<file path="config.mk">
export PLATFORM = sky130hd
export DESIGN_NAME = xfer_port_splitter
export DESIGN_NICKNAME = d
export VERILOG_FILES = /design/src/rtl/xps_pkg.sv /design/src/rtl/xps_decode.sv /design/src/rtl/xps_sequencer.sv /design/src/rtl/xfer_port_splitter.sv
export SDC_FILE = /design/constraint.sdc
export NUM_CORES = 1
export LEC_CHECK = 0
export BUFFER_PORTS_ARGS = -buffer_cell sky130_fd_sc_hd__clkbuf_2
export CAP_MARGIN = 10
export CELL_PAD_IN_SITES_DETAIL_PLACEMENT = 1
export CELL_PAD_IN_SITES_GLOBAL_PLACEMENT = 2
export CORE_ASPECT_RATIO = 0.75
export CORE_MARGIN = 5
export CORE_UTILIZATION = 29
export CTS_BUF_LIST = sky130_fd_sc_hd__clkbuf_8
export DETAILED_ROUTE_END_ITERATION = 8
export MAX_ROUTING_LAYER = met4
export PLACE_DENSITY_LB_ADDON = 0.1
export SLEW_MARGIN = 15
export SYNTH_ARGS = -nofsm -noshare
export SYNTH_HDL_FRONTEND = slang
export SYNTH_HIERARCHICAL = 1
export SYNTH_SLANG_ARGS = --single-unit
</file>
<file path="constraint.sdc">
create_clock -name clk -period 2.5 [get_ports clk]
set_clock_uncertainty 0.2 [all_clocks]
set_input_delay 0.25 -clock clk [delete_from_list [all_inputs] [get_ports clk]]
set_output_delay 0.25 -clock clk [all_outputs]
set_load 0.05 [all_outputs]
</file>
<file path="src/rtl/xps_pkg.sv">
package xps_pkg;
    typedef enum logic [1:0] {
        SZ_BYTE = 2'b00,
        SZ_WORD = 2'b01,
        SZ_LONG = 2'b10,
        SZ_LINE = 2'b11
    } xfer_size_e;

    typedef enum logic [1:0] {
        PW_32  = 2'b00,
        PW_8   = 2'b01,
        PW_16  = 2'b10,
        PW_16B = 2'b11
    } port_width_e;

    localparam int PORT_MAX_BYTES = 4;
    localparam int BYTES_W        = $clog2(PORT_MAX_BYTES) + 1;
endpackage

</file>
<file path="src/rtl/xps_decode.sv">
module xps_decode
    import xps_pkg::*;
#(
    parameter int LINE_BYTES = 16,
    localparam int XW = $clog2(LINE_BYTES) + 1
) (
    input  logic [1:0]         req_size,
    input  logic [1:0]         port_size,
    input  logic               burst_en,
    output logic [XW-1:0]      beats_m1,
    output logic [BYTES_W-1:0] bytes_per_beat,
    output logic               burst
);
    logic [XW-1:0]      xfer_bytes;
    logic [BYTES_W-1:0] port_bytes;
    logic [1:0]         port_shift;
    logic               oversize;

    always_comb begin
        case (xfer_size_e'(req_size))
            SZ_BYTE: xfer_bytes = XW'(1);
            SZ_WORD: xfer_bytes = XW'(2);
            SZ_LONG: xfer_bytes = XW'(4);
            default: xfer_bytes = XW'(LINE_BYTES);
        endcase
        case (port_width_e'(port_size))
            PW_32:   begin port_bytes = BYTES_W'(4); port_shift = 2'd2; end
            PW_8:    begin port_bytes = BYTES_W'(1); port_shift = 2'd0; end
            default: begin port_bytes = BYTES_W'(2); port_shift = 2'd1; end
        endcase
        oversize = xfer_bytes > XW'(port_bytes);
        if (oversize) begin
            beats_m1       = (xfer_bytes >> port_shift) - XW'(1);
            bytes_per_beat = port_bytes;
        end else begin
            beats_m1       = '0;
            bytes_per_beat = xfer_bytes[BYTES_W-1:0];
        end
        burst = burst_en && oversize;
    end
endmodule

</file>
<file path="src/rtl/xps_sequencer.sv">
module xps_sequencer
    import xps_pkg::*;
#(
    parameter int ADDR_W = 32,
    parameter int CNT_W  = 5
) (
    input  logic               clk,
    input  logic               rst_n,
    input  logic               load,
    input  logic [ADDR_W-1:0]  load_addr,
    input  logic [CNT_W-1:0]   load_beats_m1,
    input  logic [BYTES_W-1:0] load_bytes,
    input  logic               load_burst,
    input  logic               ack,
    output logic               busy,
    output logic [ADDR_W-1:0]  addr,
    output logic [BYTES_W-1:0] bytes,
    output logic               burst,
    output logic               first,
    output logic               last
);
    typedef struct packed {
        logic               busy;
        logic [ADDR_W-1:0]  addr;
        logic [CNT_W-1:0]   remain;
        logic [BYTES_W-1:0] bytes;
        logic               burst;
        logic               first;
    } seq_state_t;

    seq_state_t st_d, st_q;

    always_comb begin
        st_d = st_q;
        if (!st_q.busy) begin
            if (load) begin
                st_d.busy   = 1'b1;
                st_d.addr   = load_addr;
                st_d.remain = load_beats_m1;
                st_d.bytes  = load_bytes;
                st_d.burst  = load_burst;
                st_d.first  = 1'b1;
            end
        end else if (ack) begin
            if (st_q.remain == '0) begin
                st_d.busy = 1'b0;
            end else begin
                st_d.addr   = st_q.addr + ADDR_W'(st_q.bytes);
                st_d.remain = st_q.remain - CNT_W'(1);
                st_d.first  = 1'b0;
            end
        end
    end

    always_ff @(posedge clk or negedge rst_n) begin
        if (!rst_n) st_q <= '0;
        else        st_q <= st_d;
    end

    assign busy  = st_q.busy;
    assign addr  = st_q.addr;
    assign bytes = st_q.bytes;
    assign burst = st_q.burst;
    assign first = st_q.first;
    assign last  = st_q.remain == '0;
endmodule

</file>
<file path="src/rtl/xfer_port_splitter.sv">
module xfer_port_splitter
    import xps_pkg::*;
#(
    parameter int ADDR_W     = 32,
    parameter int LINE_BYTES = 16
) (
    input  logic               clk,
    input  logic               rst_n,
    input  logic               req_valid,
    output logic               req_ready,
    input  logic [ADDR_W-1:0]  req_addr,
    input  logic [1:0]         req_size,
    input  logic [1:0]         port_size,
    input  logic               burst_en,
    output logic               beat_valid,
    output logic [ADDR_W-1:0]  beat_addr,
    output logic [BYTES_W-1:0] beat_bytes,
    output logic               beat_burst,
    output logic               beat_start,
    output logic               beat_last,
    input  logic               beat_ack
);
    localparam int CNT_W = $clog2(LINE_BYTES) + 1;

    logic [CNT_W-1:0]   dec_beats_m1;
    logic [BYTES_W-1:0] dec_bytes;
    logic               dec_burst;
    logic               busy, seq_burst, seq_first, seq_last;

    xps_decode #(.LINE_BYTES(LINE_BYTES)) u_decode (
        .req_size       (req_size),
        .port_size      (port_size),
        .burst_en       (burst_en),
        .beats_m1       (dec_beats_m1),
        .bytes_per_beat (dec_bytes),
        .burst          (dec_burst)
    );

    xps_sequencer #(.ADDR_W(ADDR_W), .CNT_W(CNT_W)) u_seq (
        .clk           (clk),
        .rst_n         (rst_n),
        .load          (req_valid),
        .load_addr     (req_addr),
        .load_beats_m1 (dec_beats_m1),
        .load_bytes    (dec_bytes),
        .load_burst    (dec_burst),
        .ack           (beat_ack),
        .busy          (busy),
        .addr          (beat_addr),
        .bytes         (beat_bytes),
        .burst         (seq_burst),
        .first         (seq_first),
        .last          (seq_last)
    );

    assign req_ready  = !busy;
    assign beat_valid = busy;
    assign beat_burst = busy && seq_burst;
    assign beat_start = busy && (!seq_burst || seq_first);
    assign beat_last  = busy && seq_last;
endmodule

</file>
==> results.cfg <==
[grt]
grtUsageTotal = 0.172
grt-ovfl-total = 0
grt_max_degree = 44
antenna_found_initial = 0
grt_pass1_vias = 3315
grt_pass1_wl_um = 18100

[cells_and_area]
diodes = 0
nets = 540
synthToLayoutAreaGrowth_pct = 26.6
n_fill_cell = 1370
finalNonFillerCells = 631
final_core_util = 0.377
layout-drive-gt1-share = 0.279

[floorplan]
dieArea_sq_um = 13600
core-area_sq_um = 11000
floorplan.io_pins = 81
rows = 33
start_util = 0.298
die_height_um = 102
die_w_um = 133

[sta]
slew_violations = 0
hold_viol = 0
period_minus_slack_ns = 2.34
slew_headroom = 0.604
rsz0062_at_grt = false
period_share = 0.938
setup-tns-final_ns = 0
max_freq_ghz = 0.427
final-setup-viol-count = 0
worst_slew_pin_slew_ns = 0.593

[logic_synthesis]
synthCells = 394
synth_top_area_share = 0.328
seq_area_frac_synth = 0.328
netlist_top_cells_area = dfrtp_1 33%, buf_4 8.7%, nand2_1 6.3%, o21ai_0 3.4%, nand4_1 3.2%
syn-cell-area_sq_um = 3280
synth-edff-count = 0
synth_ff_type = dfrtp_1
syn-num-nets = 444
yosysWarnings = 6
synth_common_cells = 55 x nand2_1, 43 x dfrtp_1, 38 x buf_4
yosysUniqueCellTypes = 62
synth_top_area_cell = dfrtp_1
syn_area_per_cell_sq_um = 8.34
ys_seq_elements = 43
async_reset_ff_frac = 1.00
yosysMostFrequentCell = nand2_1

[place]
hpwlAfterDp_um = 8550
place_congestion = 0.814
place_inst = 593
numPortBuffers = 80

[flow_run]
cap_violations = 0

[setup_path]
crit_path_end_kind = register
timing.rr.start = u_seq/bytes[2]$_DFFE_PN0P_
crit_required_ns = 2.47
setup.worst_path.start = u_seq/bytes[2]$_DFFE_PN0P_
worstPathArrival_ns = 2.32
r2r_slack_ns = 0.16
crit_type = reg -> reg
critPathCapture = u_seq/addr[19]$_DFFE_PN0P_
ff2ff_path_depth = 7
worst_setup_path_start_kind = register
critPathMaxFanout = 7
r2r_end = u_seq/addr[19]$_DFFE_PN0P_

[detailed_routing]
routed_via_density = 5.12
ant_nets = 0
drtIter0Drc = 134
firstDrtPassIters = 4
routed_wl_um = 11100
dr_total_vias = 3228
wl_per_cell_um = 17.6
route.detailed.drc = 0

[cts]
cts.htree.levels = 2
path_clk_slew_ns = 0.09
cts_buffer_depth = 2
cts_root_buf = clkbuf_8
cts_sinks = 43
clk_latency_ns = 0.30
numCtsBuffers = 5
cts_tree = yes

[run_status]
status = complete, no violations

[power]
peakVddDrop_uv = 493
leakage_nw = 1.90
p_per_area_nw_per_um2 = 1170

[worst_hold_path]
hold_class = in -> reg
==> timing repair <==
action | CTS | global route
buffers inserted | 0 | 2
gates resized for setup | 0 | 4
hold buffers | 28 | 0
setup endpoints to repair | 0 | 11
hold endpoints to repair | 70 | 0
==> worst max-delay path, cell delays in order, from the launching register on <==
cell      delay, ns
dfrtp_1        0.39
ha_1           0.37
a211oi_1       0.11
buf_4          0.17
or4_4          0.47
nor4_4         0.27
xnor2_1        0.15
a21oi_1        0.08
==> cell families after synthesis <==
kind of cell | synth area share
simple gates | 0.277
compound gates | 0.188
buf+inv | 0.121
flops | 0.328
xor+xnor | 0.0347
fa+ha+maj | 0.0366
mux | 0.0152
==> final cells by class <==
type | count | area (sq um) | share of cell area
clock buffers | 7 | 96.3 | 0.0232
multi-input cells | 285 | 1830 | 0.439
clock inverters | 1 | 3.75 | 0.000903
well taps | 140 | 175 | 0.0421
flip-flops and latches | 43 | 1080 | 0.259
repair buffers | 141 | 928 | 0.223
inverters | 14 | 52.6 | 0.0126
==> how the worst min path moves through the flow <==
stage                       startpoint                         end  slack [ns]  cells after the start
after floorplan                  rst_n   u_seq/addr[0]$_DFFE_PN0P_       -0.25                      0
after global routing      req_addr[17]  u_seq/addr[17]$_DFFE_PN0P_        0.01                      3
after global placement           rst_n  u_seq/bytes[1]$_DFFE_PN0P_        0.19                      2
final                     req_addr[17]  u_seq/addr[17]$_DFFE_PN0P_        0.02                      3
after CTS                 req_addr[17]  u_seq/addr[17]$_DFFE_PN0P_        0.01                      3
after detailed placement         rst_n   u_seq/addr[3]$_DFFE_PN0P_        0.18                      2
==> sequential cells by signal, summed over array words and instances (netlist names) <==
signal / count
u_seq/st_q: 5
u_seq/addr: 32
u_seq/burst: 1
u_seq/bytes: 3
u_seq/busy: 1
u_seq/first: 1
==> cell usage in the layout (no fill, tap or decap), types with 6 or more instances in the layout <==
master,Yosys,layout
nor3_1,9,8
nand3_1,17,17
dlygate4sd3_1,0,28
clkbuf_2,1,80
or3_1,8,8
clkbuf_8,0,7
nor2_1,28,28
nand4_1,17,17
a221o_1,8,8
a21oi_1,10,10
xor2_1,9,9
nand2_1,55,55
inv_1,13,14
o21ai_0,22,22
o211ai_1,7,7
buf_4,38,33
o311ai_0,7,6
and3_1,6,6
ha_1,8,8
dfrtp_1,43,43
==> through the flow <==
stage / setup slack [ns] / total power [mW] / hold slack, ns / instance area (sq um)
after floorplan: 0.184 / 3.73 / -0.246 / 3280
after global placement: 0.108 / 4.29 / 0.187 / 3750
after detailed placement: 0.0652 / 4.33 / 0.181 / 3750
after CTS: 0.0454 / 4.89 / 0.0110 / 4140
after global routing: 0.00614 / 5.19 / 0.0119 / 4160
final: 0.156 / 4.85 / 0.0157 / 4160
==> per-layer routing <==
layer / track usage / share of wire
met1: 0.252 / 0.54
met2: 0.253 / 0.42
met3: 0.0295 / 0.041
met4: 0.0240 / 0.0032
met5: - / 0
==> where the power goes <==
| part | total [mW] | switching, mW | leakage, nW | internal (mW) |
|---|---|---|---|---|
| logic | 2.90 | 2.00 | 1.31 | 0.906 |
| clock network | 0.504 | 0.255 | 0.0557 | 0.249 |
| registers | 1.44 | 0.428 | 0.538 | 1.02 |
Note: power is estimated with default switching activity, not from simulation.
